### src/rtl/phyb_pkg.sv
package phyb_pkg;
  localparam int WORD_W = 32;
  localparam int DATA_W = 16;
  localparam int ADDR_W = 8;
  localparam int DIR_BIT = 0;
  localparam int BUSY_BIT = 7;
  localparam int ADDR_LSB = 8;
  localparam int DATA_LSB = 16;

  typedef struct packed {
    logic loadCmd;  // accept a new command word
    logic finish;   // PHY access completes this cycle
    logic busy;     // transfer in progress
  } strobe_t;
endpackage

### src/rtl/phyb_ctrl.sv
module phyb_ctrl
  import phyb_pkg::*;
(
  input  logic    clk,
  input  logic    rstN,
  input  logic    hostValid,
  input  logic    hostWrite,
  input  logic    phyAck,
  output logic    phyReq,
  output strobe_t strb
);
  typedef enum logic [1:0] {S_IDLE, S_ISSUE, S_WAIT} state_t;
  state_t state;

  logic accept;
  assign accept = hostValid && hostWrite && (state == S_IDLE);

  always_ff @(posedge clk or negedge rstN) begin
    if (!rstN) begin
      state <= S_IDLE;
    end else begin
      case (state)
        S_IDLE:  if (accept) state <= S_ISSUE;
        S_ISSUE: state <= S_WAIT;
        S_WAIT:  if (phyAck) state <= S_IDLE;
        default: state <= S_IDLE;
      endcase
    end
  end

  always_comb begin
    strb.loadCmd = accept;
    strb.finish  = (state == S_WAIT) && phyAck;
    strb.busy    = (state != S_IDLE);
    phyReq       = (state == S_ISSUE);
  end
endmodule

### src/rtl/phyb_dpath.sv
module phyb_dpath
  import phyb_pkg::*;
(
  input  logic              clk,
  input  logic              rstN,
  input  strobe_t           strb,
  input  logic [WORD_W-1:0] hostWdata,
  input  logic [DATA_W-1:0] phyRdata,
  output logic [ADDR_W-1:0] phyAddr,
  output logic [DATA_W-1:0] phyWdata,
  output logic              phyWe,
  output logic [WORD_W-1:0] cmdWord
);
  logic              dirQ;
  logic [ADDR_W-1:0] addrQ;
  logic [DATA_W-1:0] dataQ;

  always_ff @(posedge clk or negedge rstN) begin
    if (!rstN) begin
      dirQ  <= 1'b0;
      addrQ <= '0;
      dataQ <= '0;
    end else if (strb.loadCmd) begin
      dirQ  <= hostWdata[DIR_BIT];
      addrQ <= hostWdata[ADDR_LSB +: ADDR_W];
      dataQ <= hostWdata[DATA_LSB +: DATA_W];
    end else if (strb.finish && !dirQ) begin
      dataQ <= phyRdata;
    end
  end

  assign phyAddr  = addrQ;
  assign phyWdata = dataQ;
  assign phyWe    = dirQ;

  always_comb begin
    cmdWord = '0;
    cmdWord[DIR_BIT]                = dirQ;
    cmdWord[BUSY_BIT]               = strb.busy;
    cmdWord[ADDR_LSB +: ADDR_W]     = addrQ;
    cmdWord[DATA_LSB +: DATA_W]     = dataQ;
  end
endmodule

### src/rtl/phyb_regbank.sv
module phyb_regbank
  import phyb_pkg::*;
#(
  parameter int REG_COUNT = 49,
  parameter int LATENCY   = 6
) (
  input  logic              clk,
  input  logic              rstN,
  input  logic              req,
  input  logic              we,
  input  logic [ADDR_W-1:0] addr,
  input  logic [DATA_W-1:0] wdata,
  output logic              ack,
  output logic [DATA_W-1:0] rdata
);
  localparam int IDX_W = (REG_COUNT > 1) ? $clog2(REG_COUNT) : 1;
  localparam int CNT_W = $clog2(LATENCY + 1);

  logic [DATA_W-1:0] regs [REG_COUNT];
  logic [CNT_W-1:0]  cnt;
  logic              weQ;
  logic [ADDR_W-1:0] addrQ;
  logic [DATA_W-1:0] wdataQ;
  logic              inRange;
  logic [IDX_W-1:0]  idx;

  assign inRange = (int'(addrQ) < REG_COUNT);
  assign idx     = addrQ[IDX_W-1:0];
  assign ack     = (cnt == CNT_W'(1));
  assign rdata   = inRange ? regs[idx] : '0;

  always_ff @(posedge clk or negedge rstN) begin
    if (!rstN) begin
      cnt    <= '0;
      weQ    <= 1'b0;
      addrQ  <= '0;
      wdataQ <= '0;
    end else if (req) begin
      cnt    <= CNT_W'(LATENCY);
      weQ    <= we;
      addrQ  <= addr;
      wdataQ <= wdata;
    end else if (cnt != '0) begin
      cnt <= cnt - CNT_W'(1);
    end
  end

  for (genvar k = 0; k < REG_COUNT; k++) begin : g_reg
    always_ff @(posedge clk or negedge rstN) begin
      if (!rstN) begin
        regs[k] <= DATA_W'(16'hA500 + k);
      end else if (ack && weQ && inRange && (int'(idx) == k)) begin
        regs[k] <= wdataQ;
      end
    end
  end
endmodule

### src/rtl/phy_cmd_bridge.sv
module phy_cmd_bridge
  import phyb_pkg::*;
#(
  parameter int REG_COUNT = 49,
  parameter int LATENCY   = 6
) (
  input  logic        clk,
  input  logic        rstN,
  input  logic        hostValid,
  input  logic        hostWrite,
  input  logic [31:0] hostWdata,
  output logic        hostReady,
  output logic [31:0] hostRdata
);
  strobe_t           strb;
  logic              phyReq;
  logic              phyAck;
  logic              phyWe;
  logic [ADDR_W-1:0] phyAddr;
  logic [DATA_W-1:0] phyWdata;
  logic [DATA_W-1:0] phyRdata;

  assign hostReady = 1'b1;

  phyb_ctrl u_ctrl (
    .clk(clk), .rstN(rstN), .hostValid(hostValid), .hostWrite(hostWrite),
    .phyAck(phyAck), .phyReq(phyReq), .strb(strb)
  );

  phyb_dpath u_dpath (
    .clk(clk), .rstN(rstN), .strb(strb), .hostWdata(hostWdata),
    .phyRdata(phyRdata), .phyAddr(phyAddr), .phyWdata(phyWdata),
    .phyWe(phyWe), .cmdWord(hostRdata)
  );

  phyb_regbank #(.REG_COUNT(REG_COUNT), .LATENCY(LATENCY)) u_bank (
    .clk(clk), .rstN(rstN), .req(phyReq), .we(phyWe), .addr(phyAddr),
    .wdata(phyWdata), .ack(phyAck), .rdata(phyRdata)
  );
endmodule

### config.mk
export PLATFORM = sky130hd
export DESIGN_NAME = phy_cmd_bridge
export DESIGN_NICKNAME = d
export VERILOG_FILES = /design/src/rtl/phyb_pkg.sv /design/src/rtl/phyb_ctrl.sv /design/src/rtl/phyb_dpath.sv /design/src/rtl/phyb_regbank.sv /design/src/rtl/phy_cmd_bridge.sv
export SDC_FILE = /design/constraint.sdc
export NUM_CORES = 1
export LEC_CHECK = 0
export BUFFER_PORTS_ARGS = -buffer_cell sky130_fd_sc_hd__buf_2
export CORE_UTILIZATION = 40
export DETAILED_ROUTE_END_ITERATION = 10
export PLACE_DENSITY_LB_ADDON = 0.12
export SLEW_MARGIN = 0
export SYNTH_ARGS = -nofsm -noshare
export SYNTH_HDL_FRONTEND = slang
export SYNTH_SLANG_ARGS = --single-unit
### constraint.sdc
create_clock -name clk -period 4.7 [get_ports clk]
set_input_delay 0.94 -clock clk [delete_from_list [all_inputs] [get_ports clk]]
set_output_delay 0.94 -clock clk [all_outputs]
set_load 0.02 [all_outputs]
# Yosys cells after proc, flatten, opt, wreduce, memory -nomap -nowiden
# Index checks and enable logic that the tools add are counted.
# totals
reg_bits	839
out_inout_bits	33
# classes
add_sub_neg	1
n_lt_le_gt_ge	2
eq_ne	53
n_mux	11
n_bitwise	1
reduce_logical	63
# op_table
op	count
$eq 6x6->1 const B	32
$bmux 16 s6	1
$mux 16	5
$logic_and 1x1->1	55
$eq 6x5->1 const B	9
$eq 6x4->1 const B	4
$eq 6x3->1 const B	2
$lt 8x6->1 const B	1
$ge 7x7->1 const B	1
$not 6->7	1
$eq 6x2->1 const B	1
$logic_not 6->1	1
$mux 3	2
$pmux 2 s3	1
$reduce_bool 2->1	3
$mux 2	2
$ne 2x1->1 const B	2
$eq 3x1->1 const B	1
$reduce_bool 3->1	1
$sub 3x1->3 const B	1
$eq 2x1->1 const B	1
$eq 2x2->1 const B	1
$logic_not 2->1	1
$reduce_and 2->1	1
$logic_not 1->1	1

# Longest topological paths before layout
# Gate-level depths: netlist of the first run.
# depth
depth_word	7
ltp_mapped	9
ltp_nobuf	7

# Modules after synthesis
# A second synthesis of the first run with hierarchy kept.
# unflattened
cells_unflattened	2489
hier_area_um2	39621.8
# modules_own_cells
mod	n_inst	cells_each	area_per_inst_um2	seq_area_each_um2
phyb_regbank	1	2335	37892.6	20727.4
phyb_dpath	1	141	1611.5	625.6
phyb_ctrl	1	11	106.4	50.0
phy_cmd_bridge	1	2	11.3	0.0

# Least setup slack after synthesis of the first run
# No wires, ideal clock.
# synth_timing
path_type	flip-flop to flip-flop
startpoint	register u_bank.cnt[1]
endpoint	register u_bank.regs[469] (netlist bit)
t_arrival_ns	2.230
t_required_ns	4.575
path_slack_ns	2.346
path_stages_with_launch	10
period_less_slack_ns	2.354
cell_sequence	dfrtp_1 -> inv_1 -> ha_1 -> nor2b_2 -> nand3_1 -> or4_1 -> buf_2 -> nor2_4 -> buf_4 -> mux2_2
# synth_via
elab_chain_len	4
# synth_rtl
item	line_no	text
start: declaration	phyb_regbank.sv:20	logic [CNT_W-1:0] cnt;
start signal: assignment	phyb_regbank.sv:39	cnt <= CNT_W'(LATENCY);
start signal: assignment	phyb_regbank.sv:44	cnt <= cnt - CNT_W'(1);
$eq 3x1->1	phyb_regbank.sv:29	assign ack = (cnt == CNT_W'(1));
$logic_and 1x1->1 (3 in a row)	phyb_regbank.sv:52	end else if (ack && weQ && inRange && (int'(idx) == k)) begin
end signal: indexed assignment	phyb_regbank.sv:51	regs[k] <= DATA_W'(16'hA500 + k);
end signal: indexed assignment	phyb_regbank.sv:53	regs[k] <= wdataQ;
end: declaration	phyb_regbank.sv:19	logic [DATA_W-1:0] regs [REG_COUNT];
# Every way passes these cells.
# A chain may end at the register's enable or synchronous reset.

# Worst setup path after layout of the first run
# layout_timing
startpoint	register u_bank.addrQ[1]
endpoint	register u_bank.regs[731] (netlist bit)
# layout_via
elab_chain_len	3
elab_cells_between_ends	4
cone_classes	1 x order compare; 1 x eq/ne; 2 x reduce/logical
# layout_rtl
item	line_no	text
start: declaration	phyb_regbank.sv:22	logic [ADDR_W-1:0] addrQ;
start signal: assignment	phyb_regbank.sv:41	addrQ <= addr;
$lt 8x6->1	phyb_regbank.sv:27	assign inRange = (int'(addrQ) < REG_COUNT);
$logic_and 1x1->1	phyb_regbank.sv:52	
$logic_and 1x1->1 *	phyb_regbank.sv:52	
# Every way passes the cells marked *; elsewhere a longest branch is shown, timed or not.

==> results of run 1 <==
through the flow:
step	instances	hold slack [ns]	setup slack, ns
after floorplan	2713	0.4588	2.346
after global placement	3858	0.4729	1.322
after detailed placement	3858	0.4854	1.284
after CTS	4036	0.3095	1.263
after global routing	4036	0.3254	1.221
final	4037	0.3060	1.256
cell families after synthesis:
kind of cell | Yosys count | share of synthesized area, %
xor+xnor | 1 | 0.02254
simple gates | 266 | 3.610
mux | 1126 | 33.73
compound gates | 214 | 4.280
flops | 839 | 55.08
fa+ha+maj | 3 | 0.09661
buf+inv | 257 | 3.156
other cells | 2 | 0.01933
placed cells by master (no fill, tap or decap), drive strengths merged, types with 2 or more instances in the layout:
master,count
dfrtp,513
a2bb2oi,34
a221oi,14
inv,7
conb,7
nand2b,8
mux2i,252
nor3,9
nand2,127
a41oi,16
or2,2
nand4,17
and2,3
ha,3
clkinvlp,4
nand3,56
mux4,66
o2111ai,15
a211o,3
mux2,808
nor2b,10
clkinv,15
dfstp,326
o21ai,17
a22oi,107
o211ai,2
clkbuf,148
a21oi,2
nor2,27
buf,130
bufinv,11
sequential cells by signal, indices dropped and copies added (netlist names):
name              cells
u_ctrl.state          2
u_dpath.phyAddr       8
u_bank.cnt            3
u_bank.regs         784
u_bank.wdataQ        16
u_dpath.phyWe         1
u_bank.weQ            1
u_dpath.phyWdata     16
u_bank.addrQ          8
how the worst max path moves through the flow:
stage                                 from                         endpoint  slack [ns]  depth (start not counted)
2_1_floorplan    u_bank.cnt[1]$_DFFE_PN0P_     u_bank.regs[469]$_DFFE_PN0P_        2.35                          9
3_3_place_gp   u_bank.addrQ[1]$_DFFE_PN0P_  u_dpath.phyWdata[3]$_DFFE_PN0P_        1.32                          6
3_5_place_dp   u_bank.addrQ[1]$_DFFE_PN0P_  u_dpath.phyWdata[1]$_DFFE_PN0P_        1.28                          6
4_1_cts        u_bank.addrQ[1]$_DFFE_PN0P_  u_dpath.phyWdata[1]$_DFFE_PN0P_        1.26                          6
5_1_grt        u_bank.addrQ[1]$_DFFE_PN0P_  u_dpath.phyWdata[3]$_DFFE_PN0P_        1.22                          6
6_report       u_bank.addrQ[1]$_DFFE_PN0P_     u_bank.regs[731]$_DFFE_PN0P_        1.26                          4
report_power, final:
part,internal [mW],switching [mW],total (mW)
clock network,4.81,3.02,7.83
registers,7.51,1.12,8.63
logic,1.75,3.12,4.88
cell type report:
| type | instances | area (sq um) |
|---|---|---|
| fill | 8528 | 51900 |
| sequential | 839 | 21430 |
| multi-input combinational | 1617 | 16290 |
| clock buffer | 148 | 2882 |
| tap | 1265 | 1583 |
| timing repair buffer | 130 | 1001 |
| clock inverter | 30 | 457.9 |
| inverter | 7 | 26.28 |
| antenna | 1 | 2.502 |
worst max-delay path, cell delays in order (launching register included):
cell and delay [ns]:
dfrtp_4 1.01, nand2_1 0.45, or4_1 0.69, nor2_4 0.67, mux2_2 0.41
per-layer routing:
| layer | routed length [microns] | vias up |
|---|---|---|
| li1 | - | 9905 |
| met1 | 50060 | 12538 |
| met2 | 52120 | 412 |
| met3 | 3665 | 152 |
| met4 | 2537 | 0 |
| met5 | 0 | - |
==> metrics.txt, run 1 <==
Pwr Total 21.34 mW; die width 313.7 microns; ranking of synthesized cells by area dfrtp_1 33%, mux2_2 23%, dfstp_2 22%, mux2i_1 6.5%, mux4_2 3.8%; total grt overflow 0; Post-synth EDFFs 0; Ports 69; synthesized area per cell 14.35 sq um; Placeable Area 95580 sq um; GRT Max-Usage Layer met2; all-layer global routing usage 22.32%; Synth async-reset ratio 100.0%; die area 98390 sq um; CP required 5.23 ns; Fin. Hold Viols 0; setup_tns 0 ns; count of different cell masters after synthesis 54; fmax 0.2903 GHz; Max Slew Vio Count 0; Post-CTS Setup Inserts 0; I/O Buffers 54; Post-Syn Instances 2708; number of H-tree levels 3; later-pin clock latency in the skew report 0.66 ns; worst-margin pin slew 1.316 ns; synth warn 0; reg2reg path depth 4; Crit path arrival time 3.97 ns; Post-CTS Hold Buffers 0; worst vdd ir 0.0003122 V; Final nets 2728; TritonCTS Buffers 94; DR pass1 iterations 5; cell taking the most area after synthesis dfrtp_1; Clock Path Buffers 3; Top FF cell, synth dfrtp_1; count leader, synth mux2_2; Yosys reg bits 839; Initial DRC Count 1342; Startpoint Class flip-flop; CP Class flip-flop to flip-flop; Mapped Area 38860 sq um; standard-cell row count 113; r2r startpoint u_bank.addrQ[1]$_DFFE_PN0P_; largest net degree at the start of global routing 112; max cap viols 0; Tcrit/Tclk final 73.28%; minimum clock period 3.444 ns; chip height 313.7 microns; Static Leak 19.58 nW; P&R area growth vs syn 12.40%; synth cell count leaders 807 x mux2_2, 513 x dfrtp_1, 326 x dfstp_2, 252 x mux2i_1, 126 x clkbuf_1; Placed Area 40330 sq um; Core Util, Final 45.70%; pwr dens 488.7 nW/um^2; Clock transition at path regs 0.06 ns; hold crit path type input pin to asynchronous set/reset pin; post-detail-place hpwl 65900 microns; Vias/cell 5.699; residual DRC count 0; CTS tree built; setup slack, reg-to-reg 1.26 ns; register area share after synthesis 55.08%; relative slew slack 12.24%; DR WL/cell 26.85 microns; DRT antenna net count 0; status finished clean; Clock Skew 0.02285 ns; CP endpoint kind flip-flop; first-pass GRT wire length 163500 microns; post_cts resized 0; Synth top area share 33.04%; Vias 23007; M2 GR Usage 36.50%; finished layout cell area 43680 sq um; Root Buffer clkbuf_16; reg2reg end u_bank.regs[731]$_DFFE_PN0P_; initial antenna violation count 0; vias in the first global route 24573; initial core utilization 40.65%; Setup Viol. Count Final 0; DRT Wirelength 108400 microns; share of post-route cells with drive strength above 1 56.19%; CTS Sinks 839; unrepaired setup endpoints after global routing false; CP Max Fanout 38; RePlAce Congestion 0.8391; met3 Resource Use GR 2.560%; met1 Usage GRT 31.31%
Note: power is estimated with default switching activity, not from simulation.
==> run 2, diff against run 1 <==
==> constraint.sdc (replaced) <==
create_clock -name clk -period 3.09 [get_ports clk]
set_input_delay 0.618 -clock clk [delete_from_list [all_inputs] [get_ports clk]]
set_output_delay 0.618 -clock clk [all_outputs]
set_load 0.02 [all_outputs]
==> metrics.txt, run 2 (synthesized netlist as in run 1, its figures left out) <==
slowest cell on the critical path dfrtp_4; Worst Hold Endpoint u_dpath.phyAddr[7]$_DFFE_PN0P_; Fin. Hold Viols 0; Root Buffer clkbuf_16; die width 313.7 microns; die area 98390 sq um; Clock transition at path regs 0.05 ns; post-detail-place hpwl 69690 microns; largest net degree at the start of global routing 104; initial antenna violation count 0; hold crit path type input pin to flip-flop; Clock Path Buffers 3; crit-path cells buf_12 > buf_4 > mux2i_1 > a221oi_1 > o21ai_0 > a41oi_1 > buf_4 > a2bb2oi_1; residual DRC count 0; Vias 23255; setup_tns 0 ns; initial core utilization 40.65%; Worst path most repeated cell buf_4; Initial DRC Count 1537; Final nets 2812; Largest delay share family, worst path compound AO/OA/AOI/OAI gates; total grt overflow 0; I/O Buffers 54; final worst slack 0.1855 ns; Setup Viol. Count Final 0; vias in the first global route 24991; share of post-route cells with drive strength above 1 57.33%; reg2reg end u_dpath.phyWdata[9]$_DFFE_PN0P_; first-pass GRT wire length 164700 microns; Crit path arrival time 3.48 ns; minimum clock period 2.905 ns; DR pass1 iterations 7; CP required 3.66 ns; P&R area growth vs syn 14.53%; DRT Wirelength 108300 microns; relative slew slack 16.78%; Max Slew Vio Count 0; WHS 0.1623 ns; CP Class flip-flop to flip-flop; standard-cell row count 113; Placeable Area 95580 sq um; number of H-tree levels 3; max reg flops 784; most common cell after layout, fill and taps aside mux2_2; DRT antenna net count 0; Startpoint Class flip-flop; worst vdd ir 0.0006972 V; CTS Sinks 839; Ports 69; all-layer global routing usage 22.38%; TritonCTS Buffers 93; Static Leak 20.01 nW; Clock Skew 0.01980 ns; later-pin clock latency in the skew report 0.66 ns; chip height 313.7 microns; Biggest register u_bank.regs; CP endpoint kind flip-flop; setup slack, reg-to-reg 0.19 ns; commonest non-fill, non-tap cells in the layout 807 x mux2_2, 496 x dfrtp_1, 326 x dfstp_2; status finished clean; Post-CTS Setup Inserts 0; reg2reg path depth 8; Tcrit/Tclk final 94.00%; r2r startpoint u_bank.addrQ[1]$_DFFE_PN0P_; Hold Path Stages 3; unrepaired setup endpoints after global routing false; CP Buf/Inv Count 3; crit-path max cell delay 0.61 ns; Worst Min Path Start hostWdata[15]; RePlAce Congestion 0.8842; CP Max Fanout 28; max cap viols 0; CTS tree built; Vias/cell 5.647; pwr dens 731.5 nW/um^2; worst-margin pin slew 1.248 ns; fmax 0.3443 GHz; Place WS 0.03051 ns; DR WL/cell 26.31 microns
==> run 2: cell types whose count changed in the layout (fill, tap and decap cells not counted), sizes merged <==
cell,before,now
clkbuf,148,140
inv,7,10
clkinv,15,19
clkinvlp,4,3
buf,130,214
dlygate4sd3,0,1
bufinv,11,9
==> run 2: power by group <==
part	leakage (nW)	switching [mW]	internal [mW]
Clock	1.55	4.54	6.84
Combinational	8.00	4.95	3.20
Sequential	10.5	1.59	11.4
==> run 2: cell type report <==
type / count / area [sq um]
inverters: 7 / 26.28
clock buffers: 140 / 2726
diodes: 1 / 2.502
fillers: 8464 / 51070
multi-input cells: 1617 / 16280
clock inverters: 34 / 421.7
flip-flops and latches: 839 / 21430
well taps: 1265 / 1583
repair buffers: 215 / 2029
==> run 2: worst max-delay path by stage <==
stage                                 from                                to  slack [ns]  cells past startpoint
2_1_floorplan    u_bank.cnt[1]$_DFFE_PN0P_      u_bank.regs[469]$_DFFE_PN0P_        0.74                      9
3_3_place_gp   u_bank.addrQ[1]$_DFFE_PN0P_   u_dpath.phyWdata[9]$_DFFE_PN0P_        0.05                      8
3_5_place_dp   u_bank.addrQ[1]$_DFFE_PN0P_   u_dpath.phyWdata[9]$_DFFE_PN0P_        0.03                      8
4_1_cts        u_bank.addrQ[1]$_DFFE_PN0P_   u_dpath.phyWdata[9]$_DFFE_PN0P_        0.03                      8
5_1_grt        u_bank.addrQ[1]$_DFFE_PN0P_  u_dpath.phyWdata[10]$_DFFE_PN0P_        0.04                      8
6_report       u_bank.addrQ[1]$_DFFE_PN0P_   u_dpath.phyWdata[9]$_DFFE_PN0P_        0.19                      8
==> run 2: repair_timing <==
item | CTS | global route
endpoints found under the setup margin | 0 | 1
gates resized for setup | 0 | 1
endpoints found under the hold margin | 21 | 0
hold buffers | 1 | 0
==> run 2: metrics by stage <==
step / power (mW) / cells / area (sq um) / utilization [%]
after global placement: 21.33 / 3942 / 41340 / 43.25
after floorplan: 17.17 / 2713 / 38870 / -
final: 32.56 / 4118 / 44500 / 46.56
after CTS: 32.97 / 4117 / 44500 / 46.56
after detailed placement: 21.43 / 3942 / 41340 / 43.25
after global routing: 33.91 / 4117 / 44500 / 46.56
==> run 2: metal layers <==
| metal | GRT usage [%] | routed length (microns) | up-vias |
|---|---|---|---|
| li1 | - | - | 10078 |
| met1 | 31.02 | 49760 | 12646 |
| met2 | 36.31 | 51680 | 388 |
| met3 | 3.140 | 3866 | 143 |
| met4 | 7.007 | 3030 | 0 |
| met5 | 0 | 0 | - |
==> run 2: worst register-to-register path, stage by stage, from the launching register on <==
cell	delay [ns]
dfrtp_4	0.61
buf_12	0.28
buf_4	0.41
mux2i_1	0.15
a221oi_1	0.31
o21ai_0	0.14
a41oi_1	0.54
buf_4	0.24
a2bb2oi_1	0.17
